<file path="config.mk">
export PLATFORM = sky130hd
export DESIGN_NAME = intp_percpu_reg
export DESIGN_NICKNAME = d
export VERILOG_FILES = /design/src/rtl/intp_pkg.sv /design/src/rtl/intp_bus_dec.sv /design/src/rtl/intp_pend_store.sv /design/src/rtl/intp_lvl_drive.sv /design/src/rtl/intp_percpu_reg.sv
export SDC_FILE = /design/constraint.sdc
export NUM_CORES = 1
export LEC_CHECK = 0
export BUFFER_PORTS_ARGS = -buffer_cell sky130_fd_sc_hd__buf_2
export CAP_MARGIN = 20
export CORE_ASPECT_RATIO = 0.6
export CORE_UTILIZATION = 44
export CTS_BUF_LIST = sky130_fd_sc_hd__clkbuf_16
export DETAILED_ROUTE_END_ITERATION = 6
export MAX_ROUTING_LAYER = met4
export PLACE_DENSITY = 0.83
export SYNTH_ARGS = -nofsm -noshare
export SYNTH_HDL_FRONTEND = slang
export SYNTH_SLANG_ARGS = --single-unit
</file>
<file path="constraint.sdc">
create_clock -name clk -period 2.35 [get_ports clk]
set_input_delay 0.47 -clock clk [delete_from_list [all_inputs] [get_ports clk]]
set_output_delay 0.47 -clock clk [all_outputs]
set_load 0.02 [all_outputs]
</file>
<file path="src/rtl/intp_pkg.sv">
package intp_pkg;
   typedef enum logic [1:0] {
      OP_IDLE = 2'd0,
      OP_READ = 2'd1,
      OP_CLR  = 2'd2,
      OP_SET  = 2'd3
   } reg_op_e;

   // Mask with bits hi..lo set
   function automatic logic [31:0] span_mask(input int hi, input int lo);
      logic [31:0] m;
      m = '0;
      for (int i = 0; i < 32; i++) begin
         if (i >= lo && i <= hi) m[i] = 1'b1;
      end
      return m;
   endfunction
endpackage

</file>
<file path="src/rtl/intp_bus_dec.sv">
module intp_bus_dec
   import intp_pkg::*;
#(
   parameter int DATA_W   = 32,
   parameter int OFF_W    = 4,
   parameter int OFF_PEND = 0,
   parameter int OFF_CLR  = 1,
   parameter int OFF_SET  = 2
) (
   input  logic                 sel,
   input  logic                 wr,
   input  logic [OFF_W-1:0]     off,
   input  logic [DATA_W/8-1:0]  be,
   output reg_op_e              op,
   output logic                 rd_pend
);
   localparam int BE_W = DATA_W / 8;

   if (DATA_W % 8 != 0) begin : g_chk_w
      $error("intp_bus_dec: DATA_W must be a byte multiple");
   end
   if (OFF_PEND == OFF_CLR || OFF_CLR == OFF_SET || OFF_PEND == OFF_SET) begin : g_chk_off
      $error("intp_bus_dec: offsets must differ");
   end

   logic full;
   assign full = (be == {BE_W{1'b1}});

   always_comb begin
      op      = OP_IDLE;
      rd_pend = 1'b0;
      if (sel && full) begin
         if (!wr) begin
            op      = OP_READ;
            rd_pend = (off == OFF_W'(OFF_PEND));
         end else if (off == OFF_W'(OFF_CLR)) begin
            op = OP_CLR;
         end else if (off == OFF_W'(OFF_SET)) begin
            op = OP_SET;
         end
      end
   end
endmodule

</file>
<file path="src/rtl/intp_pend_store.sv">
module intp_pend_store
   import intp_pkg::*;
#(
   parameter int DATA_W  = 32,
   parameter int TMR_BIT = 14,
   parameter int L15_BIT = 15,
   parameter logic [DATA_W-1:0] SET_MASK = '0,
   parameter logic [DATA_W-1:0] CLR_MASK = '0
) (
   input  logic              clk,
   input  logic              rst_n,
   input  reg_op_e           op,
   input  logic [DATA_W-1:0] wdata,
   input  logic              tmr_in,
   input  logic              l15_in,
   output logic [DATA_W-1:0] pend_q,
   output logic [DATA_W-1:0] pend_nxt
);
   localparam logic [DATA_W-1:0] TMR_M  = DATA_W'(1) << TMR_BIT;
   localparam logic [DATA_W-1:0] L15_M  = DATA_W'(1) << L15_BIT;
   localparam logic [DATA_W-1:0] KEEP_M = SET_MASK | TMR_M | L15_M;

   if (TMR_BIT == L15_BIT || TMR_BIT >= DATA_W || L15_BIT >= DATA_W) begin : g_chk_bits
      $error("intp_pend_store: bad timer/level-15 bit positions");
   end
   if ((SET_MASK & TMR_M) != '0) begin : g_chk_tmr
      $error("intp_pend_store: timer bit must not be software settable");
   end

   logic              l15_prev;
   logic              l15_rise;
   logic [DATA_W-1:0] set_v, clr_v;

   assign l15_rise = l15_in && !l15_prev;
   assign set_v    = (op == OP_SET) ? (wdata & SET_MASK) : '0;
   assign clr_v    = (op == OP_CLR) ? (wdata & CLR_MASK) : '0;

   always_comb begin
      pend_nxt          = pend_q | set_v;
      pend_nxt[TMR_BIT] = tmr_in;
      if (l15_rise)
         pend_nxt[L15_BIT] = 1'b1;
      else if (!l15_in)
         pend_nxt[L15_BIT] = 1'b0;
      // clear applied last so it wins over any set in the same cycle
      pend_nxt = (pend_nxt & ~clr_v) & KEEP_M;
   end

   always_ff @(posedge clk or negedge rst_n) begin
      if (!rst_n) begin
         pend_q   <= '0;
         l15_prev <= 1'b0;
      end else begin
         pend_q   <= pend_nxt;
         l15_prev <= l15_in;
      end
   end

   AST_SET_TAKES: assert property (@(posedge clk) disable iff (!rst_n)
      (op == OP_SET) |=> ((pend_q & $past(wdata & SET_MASK)) == $past(wdata & SET_MASK)));
   AST_CLR_TAKES: assert property (@(posedge clk) disable iff (!rst_n)
      (op == OP_CLR) |=> ((pend_q & $past(wdata & CLR_MASK)) == '0));
   AST_TMR_FOLLOWS: assert property (@(posedge clk) disable iff (!rst_n)
      1'b1 |=> (pend_q[TMR_BIT] == $past(tmr_in)));
   AST_L15_LOW_CLEARS: assert property (@(posedge clk) disable iff (!rst_n)
      !l15_in |=> !pend_q[L15_BIT]);
endmodule

</file>
<file path="src/rtl/intp_lvl_drive.sv">
module intp_lvl_drive #(
   parameter int DATA_W     = 32,
   parameter int LVL_N      = 16,
   parameter int SOFT_SHIFT = 16,
   parameter int TMR_BIT    = 14,
   parameter int L15_BIT    = 15
) (
   input  logic              clk,
   input  logic              rst_n,
   input  logic [DATA_W-1:0] pend_nxt,
   input  logic              gdis,
   input  logic [LVL_N-1:0]  rtr,
   output logic [LVL_N-1:0]  lvl_q
);
   if (SOFT_SHIFT + LVL_N > DATA_W) begin : g_chk_fit
      $error("intp_lvl_drive: soft field exceeds data width");
   end

   logic [LVL_N-1:0] lvl_d;

   for (genvar k = 0; k < LVL_N; k++) begin : g_lvl
      if (k == 0) begin : g_none
         assign lvl_d[k] = 1'b0;   // no level 0
      end else if (k == TMR_BIT || k == L15_BIT) begin : g_gated
         assign lvl_d[k] = pend_nxt[k + SOFT_SHIFT] | rtr[k] | (pend_nxt[k] & !gdis);
      end else begin : g_plain
         assign lvl_d[k] = pend_nxt[k + SOFT_SHIFT] | rtr[k];
      end
   end

   always_ff @(posedge clk or negedge rst_n) begin
      if (!rst_n) lvl_q <= '0;
      else        lvl_q <= lvl_d;
   end
endmodule

</file>
<file path="src/rtl/intp_percpu_reg.sv">
module intp_percpu_reg
   import intp_pkg::*;
#(
   parameter int DATA_W   = 32,
   parameter int OFF_W    = 4,
   parameter int LVL_N    = 16,
   parameter int SOFT_LO  = 17,
   parameter int TMR_BIT  = 14,
   parameter int L15_BIT  = 15
) (
   input  logic                clk,
   input  logic                rst_n,
   input  logic                reg_sel,
   input  logic                reg_wr,
   input  logic [OFF_W-1:0]    reg_off,
   input  logic [DATA_W/8-1:0] reg_be,
   input  logic [DATA_W-1:0]   reg_wdata,
   output logic [DATA_W-1:0]   reg_rdata,
   input  logic                tmr_req,
   input  logic                l15_req,
   input  logic                glb_dis,
   input  logic [LVL_N-1:0]    rtr_lvl,
   output logic [LVL_N-1:0]    irl_out
);
   localparam int SOFT_SHIFT = SOFT_LO - 1;
   localparam logic [DATA_W-1:0] SET_M = DATA_W'(span_mask(DATA_W - 1, SOFT_LO));
   localparam logic [DATA_W-1:0] CLR_M = SET_M | (DATA_W'(1) << L15_BIT);

   if (DATA_W != 32) begin : g_chk_dw
      $error("intp_percpu_reg: DATA_W must be 32");
   end
   if (LVL_N > SOFT_LO) begin : g_chk_lvl
      $error("intp_percpu_reg: levels overlap soft field");
   end

   reg_op_e           op;
   logic              rd_pend;
   logic [DATA_W-1:0] pend_q, pend_nxt;
   logic [DATA_W-1:0] view;

   intp_bus_dec #(.DATA_W(DATA_W), .OFF_W(OFF_W)) u_dec (
      .sel(reg_sel), .wr(reg_wr), .off(reg_off), .be(reg_be),
      .op(op), .rd_pend(rd_pend));

   intp_pend_store #(.DATA_W(DATA_W), .TMR_BIT(TMR_BIT), .L15_BIT(L15_BIT),
                     .SET_MASK(SET_M), .CLR_MASK(CLR_M)) u_store (
      .clk(clk), .rst_n(rst_n), .op(op), .wdata(reg_wdata),
      .tmr_in(tmr_req), .l15_in(l15_req),
      .pend_q(pend_q), .pend_nxt(pend_nxt));

   intp_lvl_drive #(.DATA_W(DATA_W), .LVL_N(LVL_N), .SOFT_SHIFT(SOFT_SHIFT),
                    .TMR_BIT(TMR_BIT), .L15_BIT(L15_BIT)) u_drv (
      .clk(clk), .rst_n(rst_n), .pend_nxt(pend_nxt), .gdis(glb_dis),
      .rtr(rtr_lvl), .lvl_q(irl_out));

   // router bits are merged for reading only; bit 0 carries no level
   assign view      = pend_q | DATA_W'({rtr_lvl[LVL_N-1:1], 1'b0});
   assign reg_rdata = rd_pend ? view : '0;

   AST_SOFT_UNGATED: assert property (@(posedge clk) disable iff (!rst_n)
      ((pend_q[DATA_W-1:SOFT_LO] & ~irl_out[LVL_N-1:1]) == '0));
   AST_DIS_GATES: assert property (@(posedge clk) disable iff (!rst_n)
      (glb_dis && !rtr_lvl[TMR_BIT] && !pend_nxt[TMR_BIT + SOFT_SHIFT]) |=> !irl_out[TMR_BIT]);
   AST_RTR_PASSES: assert property (@(posedge clk) disable iff (!rst_n)
      1'b1 |=> ((($past(rtr_lvl) & ~irl_out) >> 1) == '0));
   AST_LVL0_IDLE: assert property (@(posedge clk) disable iff (!rst_n)
      $rose(rtr_lvl[0]) |=> !irl_out[0]);
endmodule

</file>
==> flow_metrics.tcl <==
set metrics [dict create \
    synth_largest_area_cell "dfrtp_1" \
    cp-end-kind "output port" \
    power.internal_mw 1.03 \
    postCtsSetupBuffers 0 \
    drv_slew 0 \
    setup_violations 0 \
    cts_max_level 2 \
    critPathRequiredTime_ps 1880 \
    dieArea_sq_mm 0.00395 \
    slowest_delay_ps 250 \
    port-buffer-count 90 \
    p_leak_nw 1.19 \
    ir_drop_mv 0.335 \
    start_util_pct 48.1 \
    ys_seq_area_share_pct 50.8 \
    worstPathArrival_ps 1620 \
    drtIter0Drc 50 \
    avgViaCountPerCell 5.05 \
    final_cells 287 \
    yosysWarningCount 0 \
    tightest_slew_ps 1080 \
    grt_max_degree 34 \
    max-cap-violations 0 \
    setup_tns_ps 0 \
    comb_power_share_pct 11.2 \
    crit_path_start_kind "primary input" \
    synth-seq-cells 33 \
    p_total_mw 1.34 \
    hold_ws_ps 251 \
    p_seq_share_pct 44.8 \
    netlist.area_leader.share_pct 50.8 \
    slew_headroom_pct 28.1 \
    synth.top_cells.by_area "dfrtp_1 (51%), and2_1 (17%), a41oi_1 (7.5%), a21oi_2 (4.8%), or2_1 (3.5%)" \
    dp_hpwl_mm 2.89 \
    cts_sinks 33 \
    clk_pin_slew_ps 50 \
    grt_first_pass_wirelength_mm 6.48 \
    fmax_mhz 479 \
    fin_area_sq_mm 0.00224 \
    core_area_sq_mm 0.00338 \
    grt.total_usage_pct 23.0 \
    gr-total-overflow 0 \
    nets 305 \
    antenna_found_initial 0 \
    synth_edf_count 0 \
    cts-root-buf "clkbuf_16" \
    vias 1449 \
    syn2layout_area_growth_pct 37.8 \
    hold_path_class "in2async" \
    postSynthAreaPerCell_sq_um 10.8 \
    syn_area_sq_mm 0.00163 \
    route.detailed.wl_per_inst_microns 14.1 \
    clock_latency_ps 270 \
    crit_top_cell "buf_2" \
    clock_path_buffers 2 \
    fin_util_pct 66.3 \
    ys_async_sr_fraction_pct 100 \
    layout_min_cycle_time_ps 2090 \
    die_h_microns 49.1 \
    synth_ff_type "dfrtp_1" \
    gp_congestion 0.747 \
    p_per_area_mw_per_mm2 598 \
    cts_tree "yes" \
    fin_skew_ps 2.36 \
    dr.pass1.iters 4 \
    timing.final.crit_share_pct 88.8 \
    cts_hold_buf 0 \
    dpl_worst_slack_ps 231 \
    dpl_cell_area_sq_mm 0.00211 \
    worst_slack_ps 264 \
    cp_top_family "simple AND/OR/NAND/NOR gates" \
    routed_wl_mm 4.04 \
    critPathBufInv 3 \
    switching_share_pct 23.0 \
    num_antenna_cells 0 \
    p_sw_uw 309 \
    worstPathCellList "buf_2 -> nor3b_4 -> nand2_1 -> nor4_4 -> buf_4 -> and2_1 -> buf_2" \
    die_w_microns 80.5 \
    io_pins 111 \
    drc 0 \
    synthMostInstantiatedCell "and2_1" \
    critical_path.max_fanout 18 \
    cts_resized 0 \
    crit_slowest_cell "buf_4" \
    yosysUniqueCellTypes 24 \
    place_inst 280 \
    run_status "completed" \
    syn_inst 150 \
    row_count 16 \
    cts_buffers 5 \
    drive_above_1_share_pct 47.9 \
    final_antenna_net_count 0 \
    rsz0062_at_grt "false" \
    grt_pass1_vias 1390 \
    clkPwrFrac_pct 44.1 \
    synthTopCellsByCount "and2_1 (44), dfrtp_1 (33), a41oi_1 (14)" \
    hold_viol 0 \
    path_class "in2out" \
]
## layout by cell type, fill, tap and decap left out, drive strengths merged, types with 2 or more instances in the layout
master and n:
dfrtp 33, or2 13, conb 3, o21ai 2, buf 96, a41oi 14, clkbuf 5, and4 2
inv 3, o21a 2, a21oi 17, and2 44
## flip-flops by register name, indices dropped and copies added (netlist names)
name / cells
u_drv.lvl_q: 15
u_store.pend_q: 17
u_store.l15_prev: 1
## cell families (layout without fill, tap and decap cells)
logic type	Yosys count	count (layout)	synth area share [%]
and+or+nand+nor	65	65	26.4
AOI/OAI and AO/OA	36	36	16.9
DFF	33	33	50.8
buffers and inverters	15	105	5.69
other	1	3	0.231
## power groups by stage
stage	Clock [mW]	Combinational, mW	Sequential, mW
final	0.591	0.150	0.600
after global routing	0.625	0.166	0.601
after CTS	0.599	0.151	0.600
after detailed placement	0	0.150	0.609
after global placement	0	0.146	0.609
after floorplan	0	0.0535	0.627
## worst reg2reg max path, stage by stage (launching register included)
cell and delay, ps:
dfrtp_1 390, a41oi_1 210, a21oi_1 80, or2_2 280
## area by class of cell
| class | count | area, sq um |
|---|---|---|
| well taps | 45 | 56.3 |
| clock inverters | 2 | 7.51 |
| repair buffers | 96 | 495 |
| flip-flops and latches | 33 | 826 |
| multi-input cells | 104 | 724 |
| clock buffers | 5 | 125 |
| fillers | 287 | 1140 |
| inverters | 2 | 7.51 |
## per-layer routing
metal	wire length [microns]	GRT usage, %
met3	326	6.36
met5	0	-
met2	1790	35.7
met1	1860	28.6
met4	59	8.93
## worst paths after layout
kind	startpoint	to	slack [ps]	cells after the start
max in group asynchronous	rst_n	u_drv.lvl_q[14]	1640	1
min in group clk	l15_req	u_store.l15_prev	310	1
hold reg to reg	u_store.pend_q[28]	u_store.pend_q[28]	530	2
hold / removal	rst_n	u_drv.lvl_q[5]	250	1
setup reg to reg	u_store.pend_q[19]	u_drv.lvl_q[3]	1270	3
setup / recovery	reg_off[3]	reg_rdata[24]	260	7
No activity file was read; power rests on OpenSTA's default activity.
